===== config.mk =====
export PLATFORM = sky130hd
export DESIGN_NAME = chipSelectUnit
export DESIGN_NICKNAME = d
export VERILOG_FILES = /design/src/rtl/csuPkg.sv /design/src/rtl/csuDatapath.sv /design/src/rtl/csuControl.sv /design/src/rtl/chipSelectUnit.sv
export SDC_FILE = /design/constraint.sdc
export NUM_CORES = 1
export LEC_CHECK = 0
export ABC_AREA = 1
export BUFFER_PORTS_ARGS = -buffer_cell sky130_fd_sc_hd__buf_2
export CORE_MARGIN = 3
export CORE_UTILIZATION = 31
export DETAILED_ROUTE_END_ITERATION = 10
export GPL_ROUTABILITY_DRIVEN = 0
export GPL_TIMING_DRIVEN = 0
export PLACE_DENSITY = 0.49
export SYNTH_ARGS = -nofsm -noshare
export SYNTH_HDL_FRONTEND = slang
export SYNTH_SLANG_ARGS = --single-unit

===== constraint.sdc =====
create_clock -name clk -period 2.6 [get_ports clk]
set_input_delay 0.52 -clock clk [delete_from_list [all_inputs] [get_ports clk]]
set_output_delay 0.52 -clock clk [all_outputs]
set_load 0.1 [all_outputs]

===== src/rtl/csuPkg.sv =====
package csuPkg;
  typedef struct packed {
    logic cycStart;
    logic cycEnd;
  } csuStrobes_t;

  typedef enum logic [1:0] {
    CLS_NONE  = 2'd0,
    CLS_ONE   = 2'd1,
    CLS_MULTI = 2'd2
  } matchClass_e;

  localparam int KIND_BASE = 0;
  localparam int KIND_MASK = 1;
  localparam int KIND_CTRL = 2;

  localparam int MASK_EN_BIT   = 0;
  localparam int MASK_NOWR_BIT = 1;
  localparam int MASK_NOUSR_BIT = 2;

  localparam int CTRL_ACK_BIT  = 8;
  localparam int CTRL_WAIT_LSB = 10;

  localparam logic [15:0] SEL0_CTRL_RST = 16'h3D00;
endpackage


===== src/rtl/csuDatapath.sv =====
module csuDatapath
  import csuPkg::*;
#(
  parameter int NUM_SEL = 4,
  parameter int ADDR_W  = 32,
  parameter int BASE_W  = 16,
  parameter int WAIT_W  = 4,
  parameter int ATTR_W  = 2,
  localparam int SEL_W  = $clog2(NUM_SEL),
  localparam int MASK_LSB = 32 - BASE_W
) (
  input  logic               clk,
  input  logic               rstN,
  input  logic               regWe,
  input  logic [SEL_W-1:0]   regSel,
  input  logic [1:0]         regKind,
  input  logic [31:0]        regData,
  input  logic [ADDR_W-1:0]  cycAddr,
  input  logic [ATTR_W-1:0]  cycAttr,
  input  csuStrobes_t        strobes,
  output logic [NUM_SEL-1:0] hitsNow,
  output logic [NUM_SEL-1:0] hitReg,
  output logic               waitDone,
  output logic               autoAckReg
);
  logic [BASE_W-1:0] baseReg [NUM_SEL];
  logic [31:0]       maskReg [NUM_SEL];
  logic [15:0]       ctrlReg [NUM_SEL];
  logic              globalMode;
  logic [WAIT_W-1:0] waitReg, waitCnt, selWait;
  logic              selAuto;

  always_ff @(posedge clk or negedge rstN) begin
    if (!rstN) globalMode <= 1'b1;
    else if (regWe && regSel == '0 && regKind == 2'(KIND_MASK)) globalMode <= 1'b0;
  end

  for (genvar g = 0; g < NUM_SEL; g++) begin : g_sel
    logic addrOk, attrOk;

    always_ff @(posedge clk or negedge rstN) begin
      if (!rstN) begin
        baseReg[g] <= '0;
        maskReg[g] <= '0;
        ctrlReg[g] <= (g == 0) ? SEL0_CTRL_RST : 16'h0000;
      end else if (regWe && regSel == SEL_W'(g)) begin
        case (regKind)
          2'(KIND_BASE): baseReg[g] <= regData[BASE_W-1:0];
          2'(KIND_MASK): maskReg[g] <= regData;
          2'(KIND_CTRL): ctrlReg[g] <= regData[15:0];
          default: ;
        endcase
      end
    end

    always_comb begin
      addrOk = ((cycAddr[ADDR_W-1 -: BASE_W] ^ baseReg[g]) & ~maskReg[g][31:MASK_LSB]) == '0;
      attrOk = !(maskReg[g][MASK_NOWR_BIT] && cycAttr[0]) &&
               !(maskReg[g][MASK_NOUSR_BIT] && !cycAttr[1]);
      hitsNow[g] = ((g == 0) && globalMode) ||
                   (maskReg[g][MASK_EN_BIT] && addrOk && attrOk);
    end
  end

  always_comb begin
    selWait = '0;
    selAuto = 1'b0;
    for (int i = 0; i < NUM_SEL; i++) begin
      if (hitsNow[i]) begin
        selWait = selWait | ctrlReg[i][CTRL_WAIT_LSB +: WAIT_W];
        selAuto = selAuto | ctrlReg[i][CTRL_ACK_BIT];
      end
    end
  end

  always_ff @(posedge clk or negedge rstN) begin
    if (!rstN) begin
      hitReg     <= '0;
      waitReg    <= '0;
      waitCnt    <= '0;
      autoAckReg <= 1'b0;
    end else if (strobes.cycStart) begin
      hitReg     <= hitsNow;
      waitReg    <= selWait;
      waitCnt    <= '0;
      autoAckReg <= selAuto;
    end else if (strobes.cycEnd) begin
      hitReg  <= '0;
    end else if (waitCnt != waitReg) begin
      waitCnt <= waitCnt + 1'b1;
    end
  end

  assign waitDone = (waitCnt == waitReg);
endmodule


===== src/rtl/csuControl.sv =====
module csuControl
  import csuPkg::*;
#(
  parameter int NUM_SEL = 4,
  localparam int CNT_W = $clog2(NUM_SEL + 1)
) (
  input  logic               clk,
  input  logic               rstN,
  input  logic               cycValid,
  input  logic               extAckN,
  input  logic [NUM_SEL-1:0] hitsNow,
  input  logic               waitDone,
  input  logic               autoAckReg,
  output csuStrobes_t        strobes,
  output logic               intAck,
  output matchClass_e        cls,
  output logic               active
);
  logic [CNT_W-1:0] hitCount;
  matchClass_e      nextCls;
  logic             extDone;

  always_comb begin
    hitCount = '0;
    for (int i = 0; i < NUM_SEL; i++) hitCount = hitCount + CNT_W'(hitsNow[i]);
    if (hitCount == '0)      nextCls = CLS_NONE;
    else if (hitCount == 1)  nextCls = CLS_ONE;
    else                     nextCls = CLS_MULTI;
  end

  assign intAck  = active && cls == CLS_ONE && autoAckReg && waitDone;
  assign extDone = active && !extAckN &&
                   ((cls == CLS_ONE && !autoAckReg) || cls == CLS_MULTI);

  assign strobes.cycStart = !active && cycValid;
  assign strobes.cycEnd   = intAck || extDone;

  always_ff @(posedge clk or negedge rstN) begin
    if (!rstN) begin
      active <= 1'b0;
      cls    <= CLS_NONE;
    end else if (strobes.cycStart) begin
      active <= 1'b1;
      cls    <= nextCls;
    end else if (strobes.cycEnd) begin
      active <= 1'b0;
      cls    <= CLS_NONE;
    end
  end
endmodule


===== src/rtl/chipSelectUnit.sv =====
module chipSelectUnit
  import csuPkg::*;
#(
  parameter int NUM_SEL = 4,
  parameter int ADDR_W  = 32,
  parameter int BASE_W  = 16,
  parameter int WAIT_W  = 4,
  parameter int ATTR_W  = 2,
  localparam int SEL_W  = $clog2(NUM_SEL)
) (
  input  logic               clk,
  input  logic               rstN,
  input  logic               regWe,
  input  logic [SEL_W-1:0]   regSel,
  input  logic [1:0]         regKind,
  input  logic [31:0]        regData,
  input  logic               cycValid,
  input  logic [ADDR_W-1:0]  cycAddr,
  input  logic [ATTR_W-1:0]  cycAttr,
  input  logic               extAckN,
  output logic [NUM_SEL-1:0] selN,
  output logic               intAck,
  output logic               matchNone,
  output logic               matchOne,
  output logic               matchMulti
);
  csuStrobes_t        strobes;
  logic [NUM_SEL-1:0] hitsNow, hitReg;
  logic               waitDone, autoAckReg, active;
  matchClass_e        cls;

  csuDatapath #(
    .NUM_SEL(NUM_SEL), .ADDR_W(ADDR_W), .BASE_W(BASE_W),
    .WAIT_W(WAIT_W), .ATTR_W(ATTR_W)
  ) dp (
    .clk(clk), .rstN(rstN), .regWe(regWe), .regSel(regSel),
    .regKind(regKind), .regData(regData), .cycAddr(cycAddr),
    .cycAttr(cycAttr), .strobes(strobes), .hitsNow(hitsNow),
    .hitReg(hitReg), .waitDone(waitDone), .autoAckReg(autoAckReg)
  );

  csuControl #(.NUM_SEL(NUM_SEL)) ctl (
    .clk(clk), .rstN(rstN), .cycValid(cycValid), .extAckN(extAckN),
    .hitsNow(hitsNow), .waitDone(waitDone), .autoAckReg(autoAckReg),
    .strobes(strobes), .intAck(intAck), .cls(cls), .active(active)
  );

  assign selN       = ~hitReg;
  assign matchNone  = active && cls == CLS_NONE;
  assign matchOne   = active && cls == CLS_ONE;
  assign matchMulti = active && cls == CLS_MULTI;
endmodule


==> metrics <==
status complete, but fails checks; failing checks setup timing; DR WL/cell 17.8 µm; Die W 169 µm; routed wl met3 988 µm; synth top area cells dfrtp_1 52%, nand2_1 15%, o21ai_0 6.6%, inv_1 5.0%, o21ai_1 4.2%; Residual DRC 0; fin nets 1,201; clk buf depth 2; Congestion Overflow GR 0; CTS buffer count 17; Synth Register Bits 177; fin util 37.3%; CP required 2.94 ns; Detailed Routing Iterations Pass 1 5; filler instances 2,758; Die H 169 µm; layout cell share with drive strength beyond 1 13.6%; diode count 0; CP Class reg -> reg; Least-Margin Pin Slew 0.851 ns; Psw 0.00281 W; Top Metal Used met5; number of global-route vias before repair 6,746; Clock Skews 0.0148 ns; register area share after synthesis 53.8%; PwrDens 863 nW/µm²; initial core utilization 31.6%; Crit path arrival time 2.97 ns; DRT antenna net count 0; synth-to-layout area growth 18.1%; worst slack, placed -0.441 ns; clock root buffer clkbuf_16; antenna violations before repair 1; num rows 59; area of the core 26,100 µm²; Ys Warns 0; count of pins over their slew limit 0; Seq pwr share 44.6%; area of the multi-input gates 3290 µm²; worst-skew pair later-pin latency 0.44 ns; Slowest cell on crit path dfrtp_1; Placed Area 9040 µm²; final worst path period need 2.63 ns; max cap viols 0; Post-Syn Area 8250 µm²; WHS 0.0667 ns; Lkg Pwr 4.83 nW; maximum vdd drop 0.470 mV; first-pass GRT wire length 40,500 µm; final hold violation count 0; routed via count 6,935; Pwr Total 0.00840 W; top-level port count 83; M1 wire length 12,900 µm; via-per-instance ratio 4.72; logic gate share of total power 22.5%; crit start category register; CP Cell Sequence inv_1 -> nand2_1 -> nand3b_1 -> nor3b_2 -> nand3_1 -> nor4_4 -> ha_1 -> fa_2 -> ha_4 -> o32ai_2; CP peak stage delay 0.40 ns; clock power share 32.9%; die area 28,600 µm²; GR Util All Layers 18.8%; Finish-stage setup viols 2; RSZ-0062 raised after global routing true; Mapped Cells 1,036; internal power 0.00559 W; DP Wirelength 18,200 µm; biggest area consumer among synthesized cells dfrtp_1; setup ws final -0.0276 ns; PortBufs 62; fin area 9740 µm²; H-tree Lvls 4; Synth Area per Inst 7.96 µm²; Synth cell types 33; maximum net fanout on the critical path 3; Switching Share 33.4%; Sink Count 177; Yosys top cell area share 51.9%; Hold Crit Class in -> async; Final Cycle Share 101%; Initial DRC Count 449; routed wire length 26,100 µm; CTS tree done; Slew Limit Headroom 43.3%; Clk pin slew, worst setup/hold paths 0.08 ns; net count after synthesis 1,115; Worst setup EP type register; FMAX 381 MHz; largest net degree at the start of global routing 91; Storage cell area 4440 µm²; met2 wire len 12,000 µm
[per-layer routing]
layer	track usage [%]	vias to the layer above
met1	27.0	3322
li1	-	3457
met2	30.0	135
met3	3.34	19
met4	3.98	2
met5	0	-
[synth_stat cells]
library cell  number
nand2_1          332
buf_4              1
inv_2              9
nand4_1            5
inv_1            109
buf_6              1
o32ai_1            1
or2_1              5
nor2_4             2
nand3b_1          16
nor3_4             2
nor3_2             3
fa_1               1
nand2_2            3
nor2_1            79
nor2_2             3
nand3_1           41
o21ai_0          108
nor3_1             1
dfrtp_1          171
o22ai_1            2
a31oi_1            1
buf_2             14
or2_2              1
nor4_1             1
a21oi_1           20
o21ai_1           70
xnor2_1            6
ha_1               3
o21bai_1           1
nor3b_1            1
dfstp_2            6
clkbuf_1          17
[stage by stage]
stage	instances	TNS (ns)
after global routing	1470	-0.204
after global placement	1433	-372.80
after detailed placement	1434	-0.880
final	1470	-0.0325
after floorplan	1036	-0.0344
after CTS	1466	-0.0654
[layout make-up]
type / instances / share of cell area, %
Buffer: 33 / 1.59
Clock buffer: 17 / 4.37
Clock inverter: 15 / 1.98
Inverter: 118 / 4.55
Multi-Input combinational cell: 708 / 33.8
Sequential cell: 177 / 45.6
Tap cell: 335 / 4.30
Timing Repair Buffer: 67 / 3.88
[registers in the layout, summed over array words and instances (netlist names)]
register       cells
ctl.active         1
ctl.cls            2
dp.autoAckReg      1
dp.baseReg        64
dp.ctrlReg        20
dp.globalMode      1
dp.hitReg          4
dp.maskReg        76
dp.waitCnt         4
dp.waitReg         4
[critical path: cells and delay by family, from the launching register on]
| kind | cells | cell delay [ns] |
|---|---|---|
| buffers and inverters | 1 | 0.06 |
| adder cells (fa/ha/maj) | 3 | 0.90 |
| AND/OR/NAND/NOR | 5 | 0.92 |
| flip-flops | 1 | 0.40 |
| AO/OA/AOI/OAI | 1 | 0.24 |
[logic make-up (layout without fill, tap and decap cells)]
group | count (synthesis) | count (layout) | synth area share (%)
xor gates and xnor gates | 6 | 6 | 0.637
AOI/OAI and AO/OA | 203 | 203 | 12.4
buffers and inverters | 151 | 250 | 7.22
and+or+nand+nor | 495 | 495 | 25.2
DFF | 177 | 177 | 53.8
adders and majority gates | 4 | 4 | 0.698
[path summary, 6_finish.rpt]
check	startpoint	cells past startpoint	slack [ns]	endpoint
setup / recovery	dp.baseReg[38]$_DFFE_PN0P_	10	-0.03	ctl.cls[0]$_DFFE_PN0P_
hold / removal	rstN	1	0.07	dp.waitCnt[2]$_DFFE_PN0P_
setup reg to reg	dp.baseReg[38]$_DFFE_PN0P_	10	-0.03	ctl.cls[0]$_DFFE_PN0P_
hold reg to reg	dp.maskReg[48]$_DFFE_PN0P_	2	0.48	dp.maskReg[48]$_DFFE_PN0P_
max in group asynchronous	rstN	2	1.62	dp.baseReg[31]$_DFFE_PN0P_
min in group clk	regWe	2	0.33	dp.globalMode$_DFFE_PN1P_
[power groups by stage]
stage | clock network (W) | registers [W] | logic (W)
after global placement | 0 | 0.00378 | 0.00182
after floorplan | 0 | 0.00370 | 0.00136
after detailed placement | 0 | 0.00379 | 0.00186
final | 0.00276 | 0.00375 | 0.00189
after CTS | 0.00282 | 0.00374 | 0.00188
after global routing | 0.00293 | 0.00383 | 0.00218
[layout by cell type (no fill, tap or decap), types with 9 or more instances in the layout]
master | netlist | layout
a21oi_1 | 20 | 19
buf_2 | 14 | 74
clkbuf_1 | 17 | 17
clkbuf_16 | 0 | 17
dfrtp_1 | 171 | 171
inv_1 | 109 | 109
inv_2 | 9 | 9
nand2_1 | 332 | 332
nand3_1 | 41 | 41
nand3b_1 | 16 | 16
nor2_1 | 79 | 78
o21ai_0 | 108 | 105
o21ai_1 | 70 | 72
[repair_timing]
item,in CTS,in global routing
gates cloned,0,0
resized for setup,3,5
hold buffers,0,0
pin swaps,7,10
buffers inserted,0,4
endpoints found under the setup margin,2,2
(Power assumes the default switching activity.)
